**config.mk**
```make
export PLATFORM = sky130hd
export DESIGN_NAME = igdc_check
export DESIGN_NICKNAME = d
export VERILOG_FILES = /design/src/rtl/igdc_pkg.sv /design/src/rtl/igdc_pair_cmp.sv /design/src/rtl/igdc_pick.sv /design/src/rtl/igdc_first_exc.sv /design/src/rtl/igdc_check.sv
export SDC_FILE = /design/constraint.sdc
export NUM_CORES = 1
export LEC_CHECK = 0
export ABC_AREA = 1
export BUFFER_PORTS_ARGS = -buffer_cell sky130_fd_sc_hd__buf_2
export CAP_MARGIN = 10
export CORE_ASPECT_RATIO = 0.6
export CORE_MARGIN = 3
export CORE_UTILIZATION = 59
export CTS_BUF_LIST = sky130_fd_sc_hd__clkbuf_4 sky130_fd_sc_hd__clkbuf_8
export CTS_CLUSTER_DIAMETER = 120
export DETAILED_ROUTE_END_ITERATION = 7
export GPL_ROUTABILITY_DRIVEN = 1
export PLACE_DENSITY = 0.9
export SLEW_MARGIN = 10
export SYNTH_ARGS = -nofsm -noshare
export SYNTH_HDL_FRONTEND = slang
export SYNTH_HIERARCHICAL = 1
export SYNTH_SLANG_ARGS = --single-unit
```
**constraint.sdc**
```tcl
create_clock -name clk -period 3.7 [get_ports clk]
set_input_delay 0.37 -clock clk [delete_from_list [all_inputs] [get_ports clk]]
set_output_delay 0.37 -clock clk [all_outputs]
set_load 0.01 [all_outputs]
```
**src/rtl/igdc_pkg.sv**
```systemverilog
package igdc_pkg;
  typedef enum logic [1:0] {
    RF_GEN  = 2'd0,
    RF_FLT  = 2'd1,
    RF_PRED = 2'd2,
    RF_APP  = 2'd3
  } reg_file_e;

  typedef enum logic {
    VK_RAW = 1'b0,
    VK_WAW = 1'b1
  } viol_kind_e;
endpackage

```
**src/rtl/igdc_pair_cmp.sv**
```systemverilog
module igdc_pair_cmp
  import igdc_pkg::*;
#(
  parameter int NSRC  = 3,
  parameter int NDST  = 2,
  parameter int NUM_W = 7,
  localparam int ID_W = NUM_W + 2
) (
  input  logic                 en_early,
  input  logic                 en_late,
  input  logic [NDST-1:0]      e_dst_v,
  input  logic [NDST*ID_W-1:0] e_dst,
  input  logic [NSRC-1:0]      l_src_v,
  input  logic [NSRC*ID_W-1:0] l_src,
  input  logic [NDST-1:0]      l_dst_v,
  input  logic [NDST*ID_W-1:0] l_dst,
  output logic                 raw_hit,
  output logic                 waw_hit
);
  // predicate register zero is exempt from every comparison
  function automatic logic counts(input logic [ID_W-1:0] id);
    return !((id[ID_W-1 -: 2] == RF_PRED) && (id[NUM_W-1:0] == '0));
  endfunction

  logic both_on;
  assign both_on = en_early & en_late;

  always_comb begin
    raw_hit = 1'b0;
    waw_hit = 1'b0;
    for (int a = 0; a < NDST; a++) begin
      for (int b = 0; b < NSRC; b++) begin
        if (both_on && e_dst_v[a] && l_src_v[b] &&
            e_dst[a*ID_W +: ID_W] == l_src[b*ID_W +: ID_W] &&
            counts(e_dst[a*ID_W +: ID_W]))
          raw_hit = 1'b1;
      end
      for (int c = 0; c < NDST; c++) begin
        if (both_on && e_dst_v[a] && l_dst_v[c] &&
            e_dst[a*ID_W +: ID_W] == l_dst[c*ID_W +: ID_W] &&
            counts(e_dst[a*ID_W +: ID_W]))
          waw_hit = 1'b1;
      end
    end
  end
endmodule

```
**src/rtl/igdc_pick.sv**
```systemverilog
module igdc_pick
  import igdc_pkg::*;
#(
  parameter int SLOTS = 3,
  localparam int SLOT_W = (SLOTS > 1) ? $clog2(SLOTS) : 1
) (
  input  logic [SLOTS*SLOTS-1:0] raw_m,
  input  logic [SLOTS*SLOTS-1:0] waw_m,
  output logic                   hit,
  output logic [SLOT_W-1:0]      early,
  output logic [SLOT_W-1:0]      late,
  output logic                   kind
);
  // scan earlier index first, then later index; RAW outranks WAW on a pair
  always_comb begin
    hit   = 1'b0;
    early = '0;
    late  = '0;
    kind  = VK_RAW;
    for (int i = 0; i < SLOTS; i++) begin
      for (int j = 0; j < SLOTS; j++) begin
        if (!hit && (raw_m[i*SLOTS+j] || waw_m[i*SLOTS+j])) begin
          hit   = 1'b1;
          early = SLOT_W'(i);
          late  = SLOT_W'(j);
          kind  = raw_m[i*SLOTS+j] ? VK_RAW : VK_WAW;
        end
      end
    end
  end
endmodule

```
**src/rtl/igdc_first_exc.sv**
```systemverilog
module igdc_first_exc #(
  parameter int SLOTS = 3,
  localparam int SLOT_W = (SLOTS > 1) ? $clog2(SLOTS) : 1
) (
  input  logic [SLOTS-1:0]  exc,
  output logic              any,
  output logic [SLOT_W-1:0] idx
);
  always_comb begin
    any = 1'b0;
    idx = '0;
    for (int s = 0; s < SLOTS; s++) begin
      if (!any && exc[s]) begin
        any = 1'b1;
        idx = SLOT_W'(s);
      end
    end
  end
endmodule

```
**src/rtl/igdc_check.sv**
```systemverilog
module igdc_check
  import igdc_pkg::*;
#(
  parameter int SLOTS = 3,
  parameter int NSRC  = 3,
  parameter int NDST  = 2,
  parameter int NUM_W = 7,
  localparam int ID_W   = NUM_W + 2,
  localparam int SLOT_W = (SLOTS > 1) ? $clog2(SLOTS) : 1
) (
  input  logic                       clk,
  input  logic                       rst,
  input  logic                       in_valid,
  input  logic [SLOTS-1:0]           slot_en,
  input  logic [SLOTS*NSRC-1:0]      src_valid,
  input  logic [SLOTS*NSRC*ID_W-1:0] src_id,
  input  logic [SLOTS*NDST-1:0]      dst_valid,
  input  logic [SLOTS*NDST*ID_W-1:0] dst_id,
  input  logic [SLOTS-1:0]           exc_in,
  output logic                       out_valid,
  output logic                       viol,
  output logic [SLOT_W-1:0]          viol_early,
  output logic [SLOT_W-1:0]          viol_late,
  output logic                       viol_kind,
  output logic                       exc_any,
  output logic [SLOT_W-1:0]          exc_slot
);
  logic [SLOTS*SLOTS-1:0] raw_m;
  logic [SLOTS*SLOTS-1:0] waw_m;

  // slot 0 never reads after an earlier slot, so its sources are not compared
  logic unused_lead_src;
  assign unused_lead_src = ^{src_valid[NSRC-1:0], src_id[NSRC*ID_W-1:0]};

  for (genvar gi = 0; gi < SLOTS; gi++) begin : g_early
    for (genvar gj = 0; gj < SLOTS; gj++) begin : g_late
      if (gi < gj) begin : g_cmp
        igdc_pair_cmp #(.NSRC(NSRC), .NDST(NDST), .NUM_W(NUM_W)) u_cmp (
          .en_early (slot_en[gi]),
          .en_late  (slot_en[gj]),
          .e_dst_v  (dst_valid[gi*NDST +: NDST]),
          .e_dst    (dst_id[gi*NDST*ID_W +: NDST*ID_W]),
          .l_src_v  (src_valid[gj*NSRC +: NSRC]),
          .l_src    (src_id[gj*NSRC*ID_W +: NSRC*ID_W]),
          .l_dst_v  (dst_valid[gj*NDST +: NDST]),
          .l_dst    (dst_id[gj*NDST*ID_W +: NDST*ID_W]),
          .raw_hit  (raw_m[gi*SLOTS+gj]),
          .waw_hit  (waw_m[gi*SLOTS+gj])
        );
      end else begin : g_none
        assign raw_m[gi*SLOTS+gj] = 1'b0;
        assign waw_m[gi*SLOTS+gj] = 1'b0;
      end
    end
  end

  logic              hit_c, kind_c, exc_any_c;
  logic [SLOT_W-1:0] early_c, late_c, exc_idx_c;

  igdc_pick #(.SLOTS(SLOTS)) u_pick (
    .raw_m (raw_m),
    .waw_m (waw_m),
    .hit   (hit_c),
    .early (early_c),
    .late  (late_c),
    .kind  (kind_c)
  );

  igdc_first_exc #(.SLOTS(SLOTS)) u_exc (
    .exc (exc_in),
    .any (exc_any_c),
    .idx (exc_idx_c)
  );

  always_ff @(posedge clk) begin
    if (rst) begin
      out_valid  <= 1'b0;
      viol       <= 1'b0;
      viol_early <= '0;
      viol_late  <= '0;
      viol_kind  <= 1'b0;
      exc_any    <= 1'b0;
      exc_slot   <= '0;
    end else begin
      out_valid <= in_valid;
      if (in_valid) begin
        viol       <= hit_c;
        viol_early <= early_c;
        viol_late  <= late_c;
        viol_kind  <= kind_c;
        exc_any    <= exc_any_c;
        exc_slot   <= exc_idx_c;
      end
    end
  end

  // one result per strobe, outputs frozen otherwise
  assert_result_follows_strobe_R9: assert property (@(posedge clk) disable iff (rst)
    in_valid |=> out_valid);
  assert_result_holds_R9: assert property (@(posedge clk) disable iff (rst)
    !in_valid |=> (!out_valid && $stable(viol) && $stable(viol_early) &&
                   $stable(viol_late) && $stable(exc_slot)));
  // no enabled slot, no violation
  assert_disabled_group_clean_R4: assert property (@(posedge clk) disable iff (rst)
    (in_valid && slot_en == '0) |=> !viol);
  // reported pair ordering and quiet fields
  assert_pair_ordered_R7: assert property (@(posedge clk) disable iff (rst)
    (out_valid && viol) |-> (viol_early < viol_late));
  assert_quiet_when_clean_R7: assert property (@(posedge clk) disable iff (rst)
    (out_valid && !viol) |-> (viol_early == '0 && viol_late == '0 && viol_kind == 1'b0));
  // reported slot raised and nothing earlier did
  assert_exc_slot_raised_R8: assert property (@(posedge clk) disable iff (rst)
    (out_valid && exc_any) |-> ((($past(exc_in) >> exc_slot) & SLOTS'(1)) != '0));
  assert_exc_slot_earliest_R8: assert property (@(posedge clk) disable iff (rst)
    (out_valid && exc_any) |-> (($past(exc_in) & ((SLOTS'(1) << exc_slot) - SLOTS'(1))) == '0));
  assert_exc_none_R8: assert property (@(posedge clk) disable iff (rst)
    (out_valid && !exc_any) |-> ($past(exc_in) == '0 && exc_slot == '0));
endmodule

```
==> impl_metrics.py, run 1 <==
metrics = {
    "layout": {
        "fin_util_pct": 70.0,
        "multi_input_area_um2": 4320,
        "diodes": 0,
        "drive_above_1_share_pct": 14.5,
        "nets": 1405,
        "areaGrowthSynthToFinish_pct": 11.4,
        "seqCellArea_um2": 200,
        "fill_cells": 927,
    },
    "logic_synthesis": {
        "yosys_warnings": 6,
        "syn-instance-count": 1121,
        "synth_cell_type_count": 37,
        "synthArstFlopShare_pct": 0,
        "synth_area_per_cell_um2": 4.92,
        "synth_ff_type": "dfxtp_1",
        "synth_edf_count": 0,
        "syn_area_um2": 5520,
        "synth-seq-cells": 10,
        "yosysSeqAreaShare_pct": 3.63,
    },
    "floorplan": {
        "die_w_um": 131,
        "initial_core_util_pct": 62.8,
        "die_area_um2": 10600,
        "coreArea_um2": 8780,
        "core.rowCount": 26,
        "boundaryPins": 169,
        "die_h_um": 80.9,
    },
    "global_route": {
        "grt_pass1_vias": 6487,
        "grt_max_degree": 20,
        "grt_usage_pct": 44.2,
        "grt_first_pass_wirelength_um": 35300,
        "grt.overflow.total": 0,
        "antenna_found_initial": 0,
    },
    "drt": {
        "dr.first_iter.drc_count": 1319,
        "vias": 7487,
        "wl_per_cell_um": 17.8,
        "final_antenna_net_count": 0,
        "drt-pass1-iter-count": 6,
        "detail_route.vias_per_cell": 5.52,
        "drt_wl_total_um": 24100,
        "drc": 0,
    },
    "worst_setup_path": {
        "cpMostUsedCell": "nand2_1",
        "required_ps": 3830,
        "r2r_slack_ps": 3090,
        "slowest_delay_ps": 430,
        "critPathKind": "in -> reg",
        "crit_chain": "buf_2, xnor2_1, nand2_1, nor2_1, nand3_1, nand3_1, nand2_1, nand2_1, nor2_4, nand3_1, nand2_1, nand2_1, nand2_1, nor2_1, nand2_1, nand2_1, nand3_1, inv_1, nand2_1, nand2_1, nor2_1",
        "crit_path_start_kind": "input port",
        "cp-end-kind": "flop",
        "critical_path_arrival_ps": 2870,
        "crit_path_max_fanout": 14,
        "crit_path_top_delay_cell": "buf_2",
    },
    "clock_tree": {
        "postCtsHoldBufs": 0,
        "worstSkewPairLatency_ps": 240,
        "post_cts_buffers": 0,
        "cts_buffers": 3,
        "clkTransAtPathRegs_ps": 50,
        "clock_path_buffers": 2,
        "cts_resized": 0,
        "tritoncts": "built",
        "cts_max_level": 1,
        "cts.sinks": 10,
        "cts_root_buf": "clkbuf_8",
    },
    "power": {
        "power_density_nw_per_um2": 151,
        "ir_drop_v": 0.000106,
        "p_leak_nw": 3.63,
    },
    "hold_path": {
        "holdCritPathClass": "in -> reg",
    },
    "sta": {
        "report.final.slew_viol_count": 0,
        "slew_headroom_pct": 64.2,
        "rsz0062_at_grt": "false",
        "setup-tns-final_ps": 0,
        "fin_crit_sh_pct": 74.1,
        "min_period_ps": 2740,
        "max_freq_ghz": 0.365,
        "worst_pin_slew_ps": 537,
        "finalClockSkew_ps": 0,
        "setup_viol": 0,
        "hold_viol_final": 0,
    },
    "place": {
        "port_buffers": 138,
        "gp_congestion": 1.07,
        "post-dp-hpwl_um": 19100,
    },
    "status": {
        "status": "completed",
    },
    "run": {
        "maxCapViolCount": 0,
    },
}
## layer usage
| layer | global-route usage [%] | vias to the layer above | wire, um |
|---|---|---|---|
| li1 | - | 3603 | - |
| met1 | 60.7 | 3134 | 9410 |
| met2 | 57.1 | 669 | 8630 |
| met3 | 26.6 | 79 | 5360 |
| met4 | 10.4 | 2 | 640 |
| met5 | 5.39 | - | 57 |
## placed cells by master, fill, tap and decap left out, drive strengths merged
cell and count:
nand2 444, inv 200, nor2 139, buf 138, nand3 82, xnor2 78
nand4 29, xor2 27, o211ai 24, conb 24, a21oi 18, dfxtp 10
nor4 6, nor3 6, or2 5, clkbuf 3, and3 3, clkinv 2
nand3b 2, o21ai 2, a31oi 1, o2111ai 1
## report_power, final
group	leakage (nW)	internal (mW)	total, mW	switching (mW)
clock	0.0216	0.0713	0.114	0.0428
combinational	3.53	0.236	0.699	0.464
sequential	0.0829	0.115	0.118	0.00307
total	3.63	0.422	0.931	0.510
## metrics by stage
stage	worst slack, ps	hold slack, ps	cell area, um^2	power (mW)	instances
floorplan	1730	441	5610	0.547	1144
global placement	992	453	6110	0.767	1353
detailed placement	949	464	6110	0.776	1353
CTS	1180	298	6150	0.891	1356
global route	818	304	6150	0.987	1356
finish	960	297	6150	0.931	1356
## path summary, 6_finish.rpt
check | from | to | cells after the start
max | dst_id[6] | viol_kind | 21
min | rst | out_valid | 2
max reg2reg | viol_early[1] | viol_early[1] | 2
min reg2reg | exc_slot[0] | exc_slot[0] | 2
## final cells by class
type | count | share of cell area [%]
Multi-Input combinational cell | 891 | 70.2
Timing Repair Buffer | 138 | 11.2
Inverter | 202 | 12.3
Sequential cell | 10 | 3.26
Clock buffer | 3 | 0.672
Tap cell | 112 | 2.28
## flip-flops by register name (all words and copies together) (netlist names)
register and cells:
viol_late 2, out_valid 1, viol_early 2, viol 1, exc_any 1, viol_kind 1, exc_slot 2
## Yosys cell counts, types with 3 or more instances
master | n | area [um^2]
clkbuf_2 | 3 | 15.0
nor3_1 | 6 | 30.0
dfxtp_1 | 10 | 200
nor4_1 | 6 | 37.5
a21oi_2 | 3 | 26.3
nand4_1 | 28 | 175
clkbuf_8 | 3 | 41.3
or2_0 | 3 | 18.8
nand3_1 | 81 | 405
nand2_1 | 441 | 1660
and3_1 | 3 | 18.8
o211ai_1 | 24 | 180
buf_2 | 6 | 30.0
inv_2 | 17 | 63.8
xnor2_1 | 78 | 683
nor2_4 | 4 | 45.0
nor2_2 | 10 | 62.6
inv_1 | 183 | 687
a21oi_1 | 15 | 75.1
xor2_1 | 27 | 236
buf_4 | 24 | 180
nor2_1 | 125 | 469
buf_6 | 4 | 45.0
## cells by family after synthesis
group | after synthesis | synth area share, %
buffers and inverters | 243 | 19.7
other | 1 | 0.0679
AND/OR/NAND/NOR | 716 | 54.4
XOR/XNOR | 105 | 16.7
AO/OA/AOI/OAI | 46 | 5.55
flip-flops | 10 | 3.63
## critical path: cells and delay by family
kind / cells / cell delay (ps)
AND/OR/NAND/NOR: 18 / 1780
buffers and inverters: 2 / 500
XOR/XNOR: 1 / 200
Power figures use the tool's default switching activity.
==> run 2, diff against run 1 <==
Settings changed: ABC_AREA 1 to 0, CORE_UTILIZATION 59 to 47, PLACE_DENSITY 0.9 to 0.81.
Clock period 3.7 ns to 2.4 ns, I/O delays scaled along.
==> run 2 against run 1 <==
Compared with the run above:
- the run now ends with setup timing left
- design area is 8.8% higher
- first-iteration DRC count is 45% lower
- non-clock buffer count increased by 163
- flip-flop and latch count is the same
- total power rose by 70%
- register-to-register slack lost 1300 ps
- core utilization grew 7.0 points
- critical endpoint unchanged
- largest cell class unchanged
==> impl_metrics.py, run 2 <==
metrics = {
    "logic_synthesis": {
        "synthSimpleGateAreaFrac_pct": 22.6,
        "muxShareOfSynthArea_pct": 2.10,
        "synth_cell_type_count": 39,
        "synth-seq-cells": 10,
        "synth_xor_area_share_pct": 55.7,
        "synth_common_cells": "xor2_1, xnor2_1, nor4_1, nand4_1, buf_2",
        "yosys_warnings": 6,
        "synth_compound_area_share_pct": 5.02,
        "synthAdderAreaFrac_pct": 0,
        "yosysTopAreaCellShare_pct": 39.9,
        "synthArstFlopShare_pct": 0,
        "yosysSeqAreaShare_pct": 4.67,
        "synth_most_common_cell": "xor2_1",
        "synth_edf_count": 0,
        "synth_top_area_cell": "xor2_1",
        "synth_top_family_by_area": "XOR/XNOR gates",
        "syn_area_um2": 4290,
        "synth_area_per_cell_um2": 7.86,
        "synth_area_leaders": "xor2_1, xnor2_1, nor4_1",
        "syn-instance-count": 545,
        "synth_ff_type": "dfxtp_1",
    },
    "clock_tree": {
        "cts.sinks": 10,
        "cts_root_buf": "clkbuf_8",
        "tritoncts": "built",
        "worstSkewPairLatency_ps": 240,
        "cts_buffers": 3,
        "clock_path_buffers": 2,
        "cts_max_level": 1,
        "clkTransAtPathRegs_ps": 50,
    },
    "sta": {
        "finalClockSkew_ps": 0,
        "hold_viol_final": 0,
        "slew_headroom_pct": 64.6,
        "fin_crit_sh_pct": 108,
        "report.final.slew_viol_count": 0,
        "worst_pin_slew_ps": 526,
        "setup_ws_ps": -202,
        "rsz0062_at_grt": "true",
        "max_freq_ghz": 0.384,
        "holdWs_ps": 293,
        "setup_viol": 4,
        "min_period_ps": 2600,
    },
    "layout": {
        "fill_cells": 660,
        "areaGrowthSynthToFinish_pct": 56.1,
        "diodes": 0,
        "fin_area_um2": 6690,
        "fin_util_pct": 77.0,
        "most-common-layout-cells": "xor2_1, buf_4, buf_2",
        "fin_cells": 955,
        "final_common_cell": "xor2_1",
        "drive_above_1_share_pct": 40.6,
        "largestRegisters": "exc_slot (2), viol_early (2), viol_late (2)",
        "nets": 1003,
    },
    "power": {
        "ir_drop_v": 0.000244,
        "p_leak_nw": 3.03,
        "power_density_nw_per_um2": 236,
    },
    "worst_setup_path": {
        "r2r-start": "viol_early[0]",
        "crit_path_top_delay_cell": "nor4_1",
        "crit_chain": "buf_2, buf_4, xor2_1, nor4_1, buf_4, nand4_1, nand3_1, a31o_1, nor2_1, or3_2, a21oi_2, a222oi_1, mux2i_1, nor2_1",
        "critical_path_arrival_ps": 2720,
        "crit_buf_inv": 3,
        "crit_path_max_fanout": 3,
        "slowest_delay_ps": 450,
        "required_ps": 2520,
        "cp-end-kind": "flop",
        "r2r_slack_ps": 1750,
        "critPathKind": "in -> reg",
        "worstReg2RegEnd": "viol_early[0]",
        "rr_worst_depth": 2,
        "crit_path_start_kind": "input port",
        "cp_top_family": "simple AND/OR/NAND/NOR gates",
    },
    "floorplan": {
        "initial_core_util_pct": 49.3,
        "coreArea_um2": 8690,
        "core.rowCount": 26,
        "die_h_um": 80.0,
        "die_area_um2": 10300,
        "die_w_um": 129,
        "boundaryPins": 169,
    },
    "drt": {
        "drc": 0,
        "drt-pass1-iter-count": 5,
        "vias": 5508,
        "dr.first_iter.drc_count": 725,
        "drt_wl_total_um": 21200,
        "detail_route.vias_per_cell": 5.77,
        "final_antenna_net_count": 0,
        "wl_per_cell_um": 22.2,
    },
    "place": {
        "port_buffers": 138,
        "gp_congestion": 1.09,
        "dp_slack_ps": -454,
        "post-dp-hpwl_um": 16800,
        "placed_cell_area_um2": 6130,
        "dp.cells": 935,
    },
    "global_route": {
        "grt_pass1_vias": 5365,
        "antenna_found_initial": 0,
        "grt_usage_pct": 38.8,
        "grt_max_degree": 12,
        "grt_first_pass_wirelength_um": 30300,
        "grt.overflow.total": 0,
    },
    "run": {
        "maxCapViolCount": 0,
    },
    "hold_path": {
        "min_path_cells": 2,
        "min_from": "rst",
        "min_to": "viol",
        "holdCritPathClass": "in -> reg",
    },
    "status": {
        "violations": "setup timing",
        "status": "complete, but fails checks",
    },
}
run 2: cell count changes after synthesis, moves of 15 or more:
cell      previous run  this run
nor3_1               6        21
buf_4               24         3
nor4_1               6        52
nand2_1            441         4
inv_2               17         0
buf_2                6        33
xor2_1              27       195
o211ai_1            24         0
buf_6                4        19
inv_1              183         4
nand3_1             81        15
nor2_1             125        18
run 2: cells by family after synthesis:
| kind of cell | Yosys count |
|---|---|
| DFF | 10 |
| muxes | 9 |
| and+or+nand+nor | 164 |
| other | 1 |
| xor gates and xnor gates | 270 |
| AOI/OAI and AO/OA | 31 |
| buffers and inverters | 60 |
run 2: how the worst max path moves through the flow:
stage | depth (start not counted) | to | slack [ps] | start
2_1_floorplan | 12 | viol_kind | 60 | dst_id[13]
3_3_place_gp | 14 | viol_kind | -480 | dst_id[12]
3_5_place_dp | 14 | viol_kind | -450 | dst_id[12]
4_1_cts | 13 | viol_kind | -20 | dst_id[15]
5_1_grt | 14 | viol_kind | -280 | src_id[69]
6_report | 14 | viol_kind | -200 | src_id[69]
run 2: area by class of cell:
| class | count | area [um^2] | share of cell area (%) |
|---|---|---|---|
| clock buffer | 4 | 55.1 | 0.823 |
| inverter | 4 | 15.0 | 0.224 |
| multi-input combinational | 524 | 4100 | 61.3 |
| sequential | 10 | 200 | 2.99 |
| tap | 112 | 140 | 2.10 |
| timing repair buffer | 301 | 2180 | 32.5 |
run 2: per-layer routing:
metal | global-route usage, % | share of wire [%] | wire, um | vias up
met5 | 0 | 0 | 0 | -
met4 | 8.60 | 2.5 | 529 | 0
met3 | 13.9 | 15 | 3210 | 64
met2 | 57.0 | 41 | 8710 | 428
met1 | 53.9 | 41 | 8740 | 2600
li1 | - | - | - | 2416
run 2: timing repair:
| item | CTS | global route |
|---|---|---|
| buffers inserted | 4 | 14 |
| endpoints found under the hold margin | 0 | 0 |
| hold buffers | 0 | 0 |
| gates cloned | 0 | 0 |
| pin swaps | 13 | 20 |
| resized for setup | 19 | 56 |
| setup endpoints to repair | 4 | 4 |
run 2: through the flow:
stage / TNS, ps / power (mW)
finish: -322 / 1.58
global route: -521 / 1.65
CTS: -22.4 / 1.46
detailed placement: -1540 / 1.22
global placement: -1590 / 1.19
floorplan: 0 / 0.725
run 2: where the power goes:
part | internal [mW] | leakage, nW | switching [mW]
clock network | 0.145 | 0.0288 | 0.0702
logic | 0.550 | 2.92 | 0.639
registers | 0.173 | 0.0819 | 0.00343
total | 0.867 | 3.03 | 0.713
